<file path="config.mk">
export PLATFORM = sky130hd
export DESIGN_NAME = ssq_safe_seq
export DESIGN_NICKNAME = d
export VERILOG_FILES = /design/src/rtl/ssq_pkg.sv /design/src/rtl/ssq_script.sv /design/src/rtl/ssq_rmw_master.sv /design/src/rtl/ssq_ms_timer.sv /design/src/rtl/ssq_recov_ctr.sv /design/src/rtl/ssq_safe_seq.sv
export SDC_FILE = /design/constraint.sdc
export NUM_CORES = 1
export LEC_CHECK = 0
export ABC_CLOCK_PERIOD_IN_PS = 4200
export BUFFER_PORTS_ARGS = -buffer_cell sky130_fd_sc_hd__buf_2
export CORE_UTILIZATION = 50
export DETAILED_ROUTE_END_ITERATION = 16
export PLACE_DENSITY_LB_ADDON = 0.08
export SKIP_CTS_REPAIR_TIMING = 1
export SLEW_MARGIN = 30
export SYNTH_ARGS = -nofsm -noshare
export SYNTH_HDL_FRONTEND = slang
export SYNTH_HIERARCHICAL = 1
export SYNTH_SLANG_ARGS = --single-unit
</file>
<file path="constraint.sdc">
create_clock -name clk -period 4.2 [get_ports clk]
set_input_delay 0.21 -clock clk [delete_from_list [all_inputs] [get_ports clk]]
set_output_delay 0.21 -clock clk [all_outputs]
set_load 0.005 [all_outputs]
</file>
<file path="src/rtl/ssq_pkg.sv">
package ssq_pkg;

   typedef enum logic [2:0] {
      SQ_ACTIVE  = 3'd0,
      SQ_OFF     = 3'd1,
      SQ_SCRIPT  = 3'd2,
      SQ_DELAY   = 3'd3,
      SQ_COUNT   = 3'd4,
      SQ_ATTEMPT = 3'd5,
      SQ_LOCK    = 3'd6
   } sq_state_e;

   typedef enum logic [1:0] {
      RMW_IDLE = 2'd0,
      RMW_RD   = 2'd1,
      RMW_WR   = 2'd2
   } rmw_state_e;

   // script constants, 8-bit register space
   localparam logic [7:0] CFG_ADDR     = 8'h81;
   localparam logic [7:0] CFG_DATA     = 8'h04;
   localparam logic [7:0] CFG_KEEP     = 8'hE3;
   localparam logic [7:0] BRST_ADDR    = 8'h87;
   localparam logic [7:0] BRST_DATA    = 8'h1F;
   localparam logic [7:0] BRST_KEEP    = 8'hE0;
   localparam logic [7:0] BRST_DATA_S  = 8'h0F;
   localparam logic [7:0] BRST_KEEP_S  = 8'hF0;

endpackage

</file>
<file path="src/rtl/ssq_script.sv">
module ssq_script
   import ssq_pkg::*;
#(
   parameter int AW           = 8,
   parameter int DW           = 8,
   parameter bit SHORT_SCRIPT = 1'b0
) (
   input  logic          flav_sev,
   input  logic [1:0]    idx,
   output logic [1:0]    n_steps,
   output logic [AW-1:0] addr,
   output logic [DW-1:0] data,
   output logic [DW-1:0] keep
);

   generate
      if (SHORT_SCRIPT) begin : g_short
         // single buck-reset step, normal flavour only
         wire unused_idx = ^idx;
         assign n_steps = flav_sev ? 2'd0 : 2'd1;
         assign addr    = AW'(BRST_ADDR);
         assign data    = DW'(BRST_DATA_S);
         assign keep    = DW'(BRST_KEEP_S);
      end else begin : g_full
         assign n_steps = flav_sev ? 2'd1 : 2'd2;
         always_comb begin
            if (idx == 2'd0) begin
               addr = AW'(CFG_ADDR);
               data = DW'(CFG_DATA);
               keep = DW'(CFG_KEEP);
            end else begin
               addr = AW'(BRST_ADDR);
               data = DW'(BRST_DATA);
               keep = DW'(BRST_KEEP);
            end
         end
      end
   endgenerate

endmodule

</file>
<file path="src/rtl/ssq_rmw_master.sv">
module ssq_rmw_master
   import ssq_pkg::*;
#(
   parameter int AW = 8,
   parameter int DW = 8
) (
   input  logic          clk,
   input  logic          rst_n,
   input  logic          go,
   input  logic [AW-1:0] step_addr,
   input  logic [DW-1:0] step_data,
   input  logic [DW-1:0] step_keep,
   output logic          step_done,
   output logic          bus_req,
   output logic          bus_we,
   output logic [AW-1:0] bus_addr,
   output logic [DW-1:0] bus_wdata,
   input  logic [DW-1:0] bus_rdata,
   input  logic          bus_done
);

   rmw_state_e    st_q;
   logic [DW-1:0] old_q;

   always_ff @(posedge clk or negedge rst_n) begin
      if (!rst_n) begin
         st_q  <= RMW_IDLE;
         old_q <= '0;
      end else begin
         unique case (st_q)
            RMW_IDLE: if (go) st_q <= RMW_RD;
            RMW_RD: if (bus_done) begin
               old_q <= bus_rdata;
               st_q  <= RMW_WR;
            end
            RMW_WR: if (bus_done) st_q <= RMW_IDLE;
            default: st_q <= RMW_IDLE;
         endcase
      end
   end

   assign bus_req   = (st_q != RMW_IDLE);
   assign bus_we    = (st_q == RMW_WR);
   assign bus_addr  = step_addr;
   assign bus_wdata = (old_q & step_keep) | (step_data & ~step_keep);
   assign step_done = (st_q == RMW_WR) && bus_done;

   // a waiting request holds address, direction and data
   a_r4_req_stable : assert property (@(posedge clk) disable iff (!rst_n)
      (bus_req && !bus_done) |=> (bus_req && bus_addr == $past(bus_addr)
                                  && bus_we == $past(bus_we)
                                  && bus_wdata == $past(bus_wdata)));

   // a completed read is followed by the write of the same step
   a_r4_write_follows_read : assert property (@(posedge clk) disable iff (!rst_n)
      (bus_req && !bus_we && bus_done) |=> (bus_req && bus_we));

endmodule

</file>
<file path="src/rtl/ssq_ms_timer.sv">
module ssq_ms_timer #(
   parameter int DLY_MS = 500,
   parameter int DLY_W  = 9
) (
   input  logic clk,
   input  logic rst_n,
   input  logic load,
   input  logic run,
   input  logic tick,
   output logic expire
);

   localparam logic [DLY_W-1:0] LOAD_VAL = DLY_W'(DLY_MS);

   logic [DLY_W-1:0] left_q;

   always_ff @(posedge clk or negedge rst_n) begin
      if (!rst_n)                             left_q <= '0;
      else if (load)                          left_q <= LOAD_VAL;
      else if (run && tick && left_q != '0)   left_q <= left_q - 1'b1;
   end

   assign expire = run && tick && (left_q == DLY_W'(1));

   // each hold starts from the full count
   a_r6_reload : assert property (@(posedge clk) disable iff (!rst_n)
      load |=> (left_q == LOAD_VAL));

   // only ticks move the count
   a_r6_tick_only : assert property (@(posedge clk) disable iff (!rst_n)
      (!load && !tick) |=> $stable(left_q));

endmodule

</file>
<file path="src/rtl/ssq_recov_ctr.sv">
module ssq_recov_ctr #(
   parameter int CNT_W = 4
) (
   input  logic             clk,
   input  logic             rst_n,
   input  logic             bump,
   input  logic [CNT_W-1:0] thr,
   output logic [CNT_W-1:0] cnt,
   output logic             reached
);

   localparam logic [CNT_W-1:0] CNT_MAX = '1;

   logic [CNT_W-1:0] cnt_q;
   logic [CNT_W-1:0] cnt_nxt;

   assign cnt_nxt = (cnt_q == CNT_MAX) ? cnt_q : cnt_q + 1'b1;
   assign reached = (cnt_nxt >= thr);
   assign cnt     = cnt_q;

   always_ff @(posedge clk or negedge rst_n) begin
      if (!rst_n)    cnt_q <= '0;
      else if (bump) cnt_q <= cnt_nxt;
   end

   // one step per sequence end
   a_r7_count_step : assert property (@(posedge clk) disable iff (!rst_n)
      (bump && cnt_q != CNT_MAX) |=> (cnt_q == CNT_W'($past(cnt_q) + 1'b1)));

   // no movement without a sequence end, and no wrap
   a_r7_count_hold : assert property (@(posedge clk) disable iff (!rst_n)
      (!bump || cnt_q == CNT_MAX) |=> $stable(cnt_q));

endmodule

</file>
<file path="src/rtl/ssq_safe_seq.sv">
module ssq_safe_seq
   import ssq_pkg::*;
#(
   parameter int N_BUCK       = 5,
   parameter int N_LDO        = 4,
   parameter int AW           = 8,
   parameter int DW           = 8,
   parameter int CNT_W        = 4,
   parameter int DLY_MS       = 500,
   parameter int DLY_W        = 9,
   parameter bit SEV_DELAY_EN = 1'b1,
   parameter bit SHORT_SCRIPT = 1'b0
) (
   input  logic                    clk,
   input  logic                    rst_n,
   input  logic                    fault_req,
   input  logic                    fault_sev,
   input  logic                    tick_1ms,
   input  logic [CNT_W-1:0]        recov_thr,
   output logic [N_BUCK+N_LDO-1:0] rail_en,
   output logic                    drv_en,
   output logic [N_BUCK-1:0]       buck_sw_en,
   output logic [N_BUCK+N_LDO-1:0] pd_en,
   output logic                    bus_req,
   output logic                    bus_we,
   output logic [AW-1:0]           bus_addr,
   output logic [DW-1:0]           bus_wdata,
   input  logic [DW-1:0]           bus_rdata,
   input  logic                    bus_done,
   output logic                    recov_try,
   output logic                    lockout,
   output logic [CNT_W-1:0]        recov_cnt
);

   localparam int N_RAIL = N_BUCK + N_LDO;

   // elaboration-time parameter checks
   if (N_BUCK < 1 || N_LDO < 0) begin : g_bad_rails
      $error("ssq_safe_seq: rail counts out of range");
   end
   if (AW < 8 || DW < 8) begin : g_bad_bus
      $error("ssq_safe_seq: bus must be at least 8 bits wide");
   end
   if (DLY_MS < 1 || DLY_MS >= (1 << DLY_W)) begin : g_bad_dly
      $error("ssq_safe_seq: hold length does not fit DLY_W");
   end
   if (CNT_W < 1) begin : g_bad_cnt
      $error("ssq_safe_seq: CNT_W must be positive");
   end

   sq_state_e     st_q, st_nxt, tail_st;
   logic          sev_q, flav_q;
   logic [1:0]    idx_q;
   logic [1:0]    n_steps;
   logic          last_step, step_done, in_seq;
   logic          dly_expire, cnt_reached;
   logic [AW-1:0] s_addr;
   logic [DW-1:0] s_data, s_keep;
   logic          mission, pd_on;

   ssq_script #(.AW(AW), .DW(DW), .SHORT_SCRIPT(SHORT_SCRIPT)) script_i (
      .flav_sev (flav_q),
      .idx      (idx_q),
      .n_steps  (n_steps),
      .addr     (s_addr),
      .data     (s_data),
      .keep     (s_keep)
   );

   ssq_rmw_master #(.AW(AW), .DW(DW)) rmw_i (
      .clk       (clk),
      .rst_n     (rst_n),
      .go        (st_q == SQ_SCRIPT),
      .step_addr (s_addr),
      .step_data (s_data),
      .step_keep (s_keep),
      .step_done (step_done),
      .bus_req   (bus_req),
      .bus_we    (bus_we),
      .bus_addr  (bus_addr),
      .bus_wdata (bus_wdata),
      .bus_rdata (bus_rdata),
      .bus_done  (bus_done)
   );

   generate
      if (SEV_DELAY_EN) begin : g_hold
         ssq_ms_timer #(.DLY_MS(DLY_MS), .DLY_W(DLY_W)) timer_i (
            .clk    (clk),
            .rst_n  (rst_n),
            .load   (st_q != SQ_DELAY && st_nxt == SQ_DELAY),
            .run    (st_q == SQ_DELAY),
            .tick   (tick_1ms),
            .expire (dly_expire)
         );
      end else begin : g_no_hold
         wire unused_tick = tick_1ms;
         assign dly_expire = 1'b0;
      end
   endgenerate

   ssq_recov_ctr #(.CNT_W(CNT_W)) ctr_i (
      .clk     (clk),
      .rst_n   (rst_n),
      .bump    (st_q == SQ_COUNT),
      .thr     (recov_thr),
      .cnt     (recov_cnt),
      .reached (cnt_reached)
   );

   assign last_step = (idx_q == n_steps - 2'd1);
   assign in_seq    = (st_q == SQ_OFF) || (st_q == SQ_SCRIPT);
   assign tail_st   = (sev_q && SEV_DELAY_EN) ? SQ_DELAY : SQ_COUNT;

   always_comb begin
      st_nxt = st_q;
      unique case (st_q)
         SQ_ACTIVE:  if (fault_req) st_nxt = SQ_OFF;
         SQ_OFF:     st_nxt = (n_steps != 2'd0) ? SQ_SCRIPT : tail_st;
         SQ_SCRIPT:  if (step_done && last_step) st_nxt = tail_st;
         SQ_DELAY:   if (dly_expire) st_nxt = SQ_COUNT;
         SQ_COUNT:   st_nxt = cnt_reached ? SQ_LOCK : SQ_ATTEMPT;
         SQ_ATTEMPT: st_nxt = SQ_ACTIVE;
         SQ_LOCK:    st_nxt = SQ_LOCK;
         default:    st_nxt = SQ_LOCK;
      endcase
   end

   always_ff @(posedge clk or negedge rst_n) begin
      if (!rst_n) begin
         st_q   <= SQ_ACTIVE;
         sev_q  <= 1'b0;
         flav_q <= 1'b0;
         idx_q  <= '0;
      end else begin
         st_q <= st_nxt;
         if (st_q == SQ_ACTIVE && fault_req) begin
            sev_q  <= fault_sev;
            flav_q <= fault_sev;
            idx_q  <= '0;
         end else if (in_seq && fault_req && fault_sev) begin
            sev_q <= 1'b1;
         end else if (st_q == SQ_ATTEMPT) begin
            sev_q <= 1'b0;
         end
         if (st_q == SQ_SCRIPT && step_done && !last_step) idx_q <= idx_q + 2'd1;
      end
   end

   assign mission   = (st_q == SQ_ACTIVE);
   assign pd_on     = sev_q && !mission;
   assign drv_en    = mission;
   assign recov_try = (st_q == SQ_ATTEMPT);
   assign lockout   = (st_q == SQ_LOCK);

   for (genvar g = 0; g < N_RAIL; g++) begin : g_rail
      assign rail_en[g] = mission;
      assign pd_en[g]   = pd_on;
   end
   for (genvar g = 0; g < N_BUCK; g++) begin : g_buck
      assign buck_sw_en[g] = mission;
   end

   // an accepted request drops every rail and the driver together
   a_r2_all_off : assert property (@(posedge clk) disable iff (!rst_n)
      (st_q == SQ_ACTIVE && fault_req) |=> (rail_en == '0 && !drv_en && buck_sw_en == '0));

   // the register bus is quiet in the mission state
   a_r5_quiet_mission : assert property (@(posedge clk) disable iff (!rst_n)
      (st_q == SQ_ACTIVE) |-> !bus_req);

   // severe escalation during a shutdown raises the pulldowns next cycle
   a_r9_escalate : assert property (@(posedge clk) disable iff (!rst_n)
      (in_seq && fault_req && fault_sev) |=> (pd_en == '1));

   // lockout is sticky
   a_r8_lock_sticky : assert property (@(posedge clk) disable iff (!rst_n)
      lockout |=> (lockout && rail_en == '0));

   // a recovery attempt is one cycle and returns to the mission state
   a_r7_try_returns : assert property (@(posedge clk) disable iff (!rst_n)
      recov_try |=> (!recov_try && rail_en == '1 && drv_en));

endmodule

</file>
Word-level counts from Yosys, hierarchy flattened. Cells that the tools add are included.

Add/sub/neg operators: 4. Magnitude comparators: 1. Equal/unequal tests: 16. Mux-type cells: 23. Bitwise logic cells: 4. Reductions and logical operators: 26.

Operators with widths (number): 2-to-1 mux 3 bit (6); 2-to-1 mux 9 bit (2); case mux 3 bit (6 select lines) (1); 2-to-1 mux 2 bit (8); logical AND 1 bit (12); equality test 3 x 2 -> 1 bit (second input constant) (3); equality test 3 bit (second input constant) (3); equality test 9 x 1 -> 1 bit (second input constant) (1); nonzero test 9 bit (1); subtractor 9 x 1 -> 9 bit (second input constant) (1); bitwise AND 5 x 8 -> 8 bit (1); bitwise AND 8 bit (1); inverter 8 bit (1); OR 8 bit (1); nonzero test 2 bit (4); case mux 2 bit (3 select lines) (1); 2-to-1 mux 5 bit (1); adder 4 x 1 -> 4 bit (second input constant) (1); equality test 4 bit (second input constant) (1); >= comparator 4 bit (1); logical NOT 2 bit (2); 2-to-1 mux 4 bit (1); != test 2 x 1 -> 1 bit (second input constant) (2); equality test 3 x 1 -> 1 bit (second input constant) (1); 14 further kinds (17).

Bits in registers: 30. Output and inout bits: 48. Logic and storage cells: 82.

Depth between registers and ports, before layout.
Word-level depth: 9. Gate-level depth with buffers: 14.

Hierarchy. Netlist, hierarchy kept.

Modules (own cells, without submodules): ssq_safe_seq (instances 1, cells each 85, area each 777.0 um^2, sequential area each 175.2 um^2); ssq_rmw_master (instances 1, cells each 43, area each 556.8 um^2, sequential area each 250.2 um^2); ssq_ms_timer (instances 1, cells each 56, area each 548.0 um^2, sequential area each 225.2 um^2); ssq_recov_ctr (instances 1, cells each 34, area each 337.8 um^2, sequential area each 100.1 um^2); ssq_script (instances 1, cells each 28, area each 193.9 um^2, sequential area each 0.0 um^2).

Worst setup path after synthesis. Ideal clock, no wire load.

Kind: reg2reg. From: register ctr_i.cnt_q[0], in the netlist ctr_i/cnt[0]. To: register g_hold.timer_i.left_q[5]. Data arrival time: 2.744 ns. Data required time: 4.069 ns. Setup slack: 1.325 ns. Cell stages (with the launch flop): 15. Period minus slack after synthesis: 2.875 ns. Path through: dfrtp_1 -> ha_1 -> nand3_2 -> xnor2_1 -> ha_1 -> nand2b_1 -> a2111oi_2 -> nor3_1 -> nor2b_1 -> o21ai_1 -> o311ai_2 -> and4b_1 -> clkbuf_1 -> nor3_1 -> a21oi_1.

Word-level cells in the longest chain between the ends: 8. Elaborated cells between the ends (all ways): 10.

Ends and longest elaborated chain: start, declared (RTL line ssq_recov_ctr.sv:14) `logic [CNT_W-1:0] cnt_q;`; start signal, assigned (RTL line ssq_recov_ctr.sv:23) `else if (bump) cnt_q <= cnt_nxt;`; adder 4 x 1 -> 4 bit or equality test 4 bit (tied branches) (RTL line ssq_recov_ctr.sv:17) `assign cnt_nxt = (cnt_q == CNT_MAX) ? cnt_q : cnt_q + 1'b1;`; 2-to-1 mux 4 bit (*) (RTL line ssq_recov_ctr.sv:17); >= comparator 4 bit (*) (RTL line ssq_recov_ctr.sv:18) `assign reached = (cnt_nxt >= thr);`; named net cnt_reached (RTL line ssq_safe_seq.sv:56) `logic dly_expire, cnt_reached;`; 2-to-1 mux 2 bit (*) (RTL line ssq_safe_seq.sv:122) `SQ_COUNT: st_nxt = cnt_reached ? SQ_LOCK : SQ_ATTEMPT;`; case mux 3 bit (6 select lines) (*) (RTL line ssq_safe_seq.sv:117) `unique case (st_q)`; named net st_nxt[1] (RTL line ssq_safe_seq.sv:51) `sq_state_e st_q, st_nxt, tail_st;`; equality test 3 x 2 -> 1 bit (*) (RTL line ssq_safe_seq.sv:91) `.load (st_q != SQ_DELAY && st_nxt == SQ_DELAY),`; logical AND 1 bit (*) (RTL line ssq_safe_seq.sv:91); 2-to-1 mux 9 bit or nonzero test 2 bit (tied branches); end signal, assigned (RTL line ssq_ms_timer.sv:20) `else if (run && tick && left_q != '0) left_q <= left_q - 1'b1;`; end, declared (RTL line ssq_ms_timer.sv:15) `logic [DLY_W-1:0] left_q;`.

The timed path passes the listed nets; every way through them passes the cells marked *. A chain may end at the register's enable or synchronous reset.

Worst setup path after layout. Ends and elaborated chain as after synthesis.

==> results_dict.tcl <==
set metrics [dict create \
    die_area_um2 5110 \
    synth-edff-count 0 \
    ys_seq_area_frac 0.311 \
    drive_gt1_frac 0.393 \
    status "finished, violations left" \
    cp.required_ps 4360 \
    area_growth_pct 4.41 \
    portBuffers 58 \
    dpl_cell_area_um2 2380 \
    drcViolationCount 0 \
    syn_inst 246 \
    whs_ps -41.0 \
    yosysMostFrequentCell "buf_4" \
    worst_pin_slew_ps 718 \
    fin_util 0.559 \
    ant_nets 0 \
    place_congestion 0.823 \
    core_region_area_um2 4500 \
    antenna_found_initial 0 \
    fmax_mhz 324 \
    synth_top_cell_area_share 0.311 \
    core.rowCount 24 \
    drt-pass1-iter-count 4 \
    endpoint_kind "flop" \
    synth_area_leaders "dfrtp_1 (31%), buf_4 (17%), mux2_2 (8.4%)" \
    clkSlewWorstSetupHoldPaths_ps 70 \
    antenna_cells 0 \
    yosysUniqueCellTypes 59 \
    overflow 0 \
    path_class "reg -> reg" \
    nets 293 \
    syn_avg_cell_area_um2 9.81 \
    routed_wl_mm 3.98 \
    start_util 0.536 \
    grt_setup_unrepaired "false" \
    grt_pass1_wl_mm 6.69 \
    routed_via_density 5.16 \
    ys_ff_latch 30 \
    critical_path_arrival_ps 3250 \
    root_buffer "clkbuf_8" \
    ir_drop_uv 175 \
    dpl.hpwl_mm 2.87 \
    rr_startpoint "ctr_i/cnt[0]$_DFFE_PN0P_" \
    dieHeight_um 71.5 \
    max-cap-violations 0 \
    yosysWarnings 6 \
    synth_top_cell_by_area "dfrtp_1" \
    hold_violations 30 \
    crit_path_max_fanout 8 \
    period_share 0.735 \
    num_vias 1646 \
    clockBufferDepth 2 \
    violations "negative hold slack" \
    min-delay-path-class "in -> async" \
    critPathLaunchType "flop" \
    async_reset_ff_frac 1.00 \
    cts_sinks 30 \
    setup_violations 0 \
    cp-startpoint "ctr_i/cnt[0]$_DFFE_PN0P_" \
    clock_latency_ps 280 \
    grt_pass1_vias 1498 \
    htree_levels 2 \
    timing.final.crit_period_ps 3090 \
    ys.flop_type "dfrtp_1" \
    skew_ps 8.04 \
    pin_count 66 \
    relSlewSlack 0.517 \
    fin_setup_tns_ps 0 \
    synth_area_um2 2410 \
    wl_per_cell_um 12.5 \
    grt_usage 0.167 \
    first_iter_violations 75 \
    p_per_area_nw_per_um2 281 \
    p_leak_uw 0.00136 \
    die_w_um 71.5 \
    cts_tree "built" \
    final_cell_area_um2 2520 \
    synthTopCellsByCount "buf_4 (55), dfrtp_1 (30), mux2_2 (18), inv_1 (13), nor2_1 (12)" \
    grt_max_degree 31 \
    cts_buffers 5 \
    slew_viol_final 0 \
]
state kept, by name, summed over array words and instances, names as in the netlist:
signal                 count
g_hold.timer_i/left_q      9
rmw_i/old_q                8
flav_q                     1
ctr_i/cnt                  4
sev_q                      1
st_q                       3
idx_q                      2
rmw_i/st_q                 2
cell usage in the layout (no fill, tap or decap), drive strengths merged, types with 7 or more instances in the layout:
cell / Yosys / layout
mux2: 22 / 22
nor2: 12 / 12
nand2: 10 / 10
nor3: 7 / 7
inv: 13 / 13
conb: 2 / 16
buf: 58 / 58
ha: 9 / 9
nand2b: 9 / 9
a21oi: 10 / 10
dfrtp: 30 / 30
worst max-delay path: stages, from the launching register on:
cell and delay, ps:
dfrtp_1 450, ha_1 290, nand3_2 150, xnor2_1 150, ha_1 260, nand2b_1 150, a2111oi_2 350, nor3_1 110
nor2b_1 140, o21ai_1 170, o311ai_2 140, and4b_1 320, nor3_1 230, a21oi_1 60
report_power, final:
group	internal, µW	switching [µW]	leakage [µW]
logic	20.8	18.3	0.000884
clock network	253	118	0.0000714
registers	295	2.62	0.000403
total	569	139	0.00136
worst paths after layout:
path | cells after the start | slack (ps) | endpoint
max | 13 | 1110 | g_hold.timer_i/left_q[5]$_DFFE_PN0P_
min | 1 | -40 | g_hold.timer_i/left_q[8]$_DFFE_PN0P_
max reg2reg | 13 | 1110 | g_hold.timer_i/left_q[5]$_DFFE_PN0P_
min reg2reg | 1 | 480 | rmw_i/st_q[0]$_DFFE_PN0P_
max in group asynchronous | 1 | 3790 | g_hold.timer_i/left_q[3]$_DFFE_PN0P_
min in group clk | 2 | 150 | flav_q$_DFFE_PN0P_
per-layer routing:
layer,vias to the layer above,wire length [µm],GRT usage,part of all wire
li1,821,-,-,-
met1,767,1820,0.212,0.46
met2,53,1920,0.278,0.48
met3,5,205,0.0436,0.052
met4,0,40,0.0588,0.010
met5,-,0,0,0
logic make-up (layout without fill, tap and decap cells):
group           count (synthesis)  count (layout)  share of synthesized area
simple gates                   75              75                      0.209
buf+inv                        72              79                      0.204
flops                          30              30                      0.311
compound gates                 27              27                     0.0855
mux                            23              23                      0.111
fa+ha+maj                       9               9                     0.0467
xor+xnor                        8               8                     0.0290
other cells                     2              16                    0.00311
stage by stage:
step           setup WS, ps  instances  power [µW]
2_1_floorplan          1330        260         336
3_3_place_gp           1230        311         342
3_5_place_dp           1130        311         343
4_1_cts                1110        319         717
5_1_grt                 874        319         731
6_report               1110        319         708
cell type report:
class / count / area (µm²)
clock inverter: 2 / 60.1
clock buffer: 6 / 82.6
fill: 428 / 1980
multi-input combinational: 158 / 1220
inverter: 13 / 48.8
tap: 52 / 65.1
sequential: 30 / 751
timing repair buffer: 58 / 290
Power figures use the tool's default switching activity.
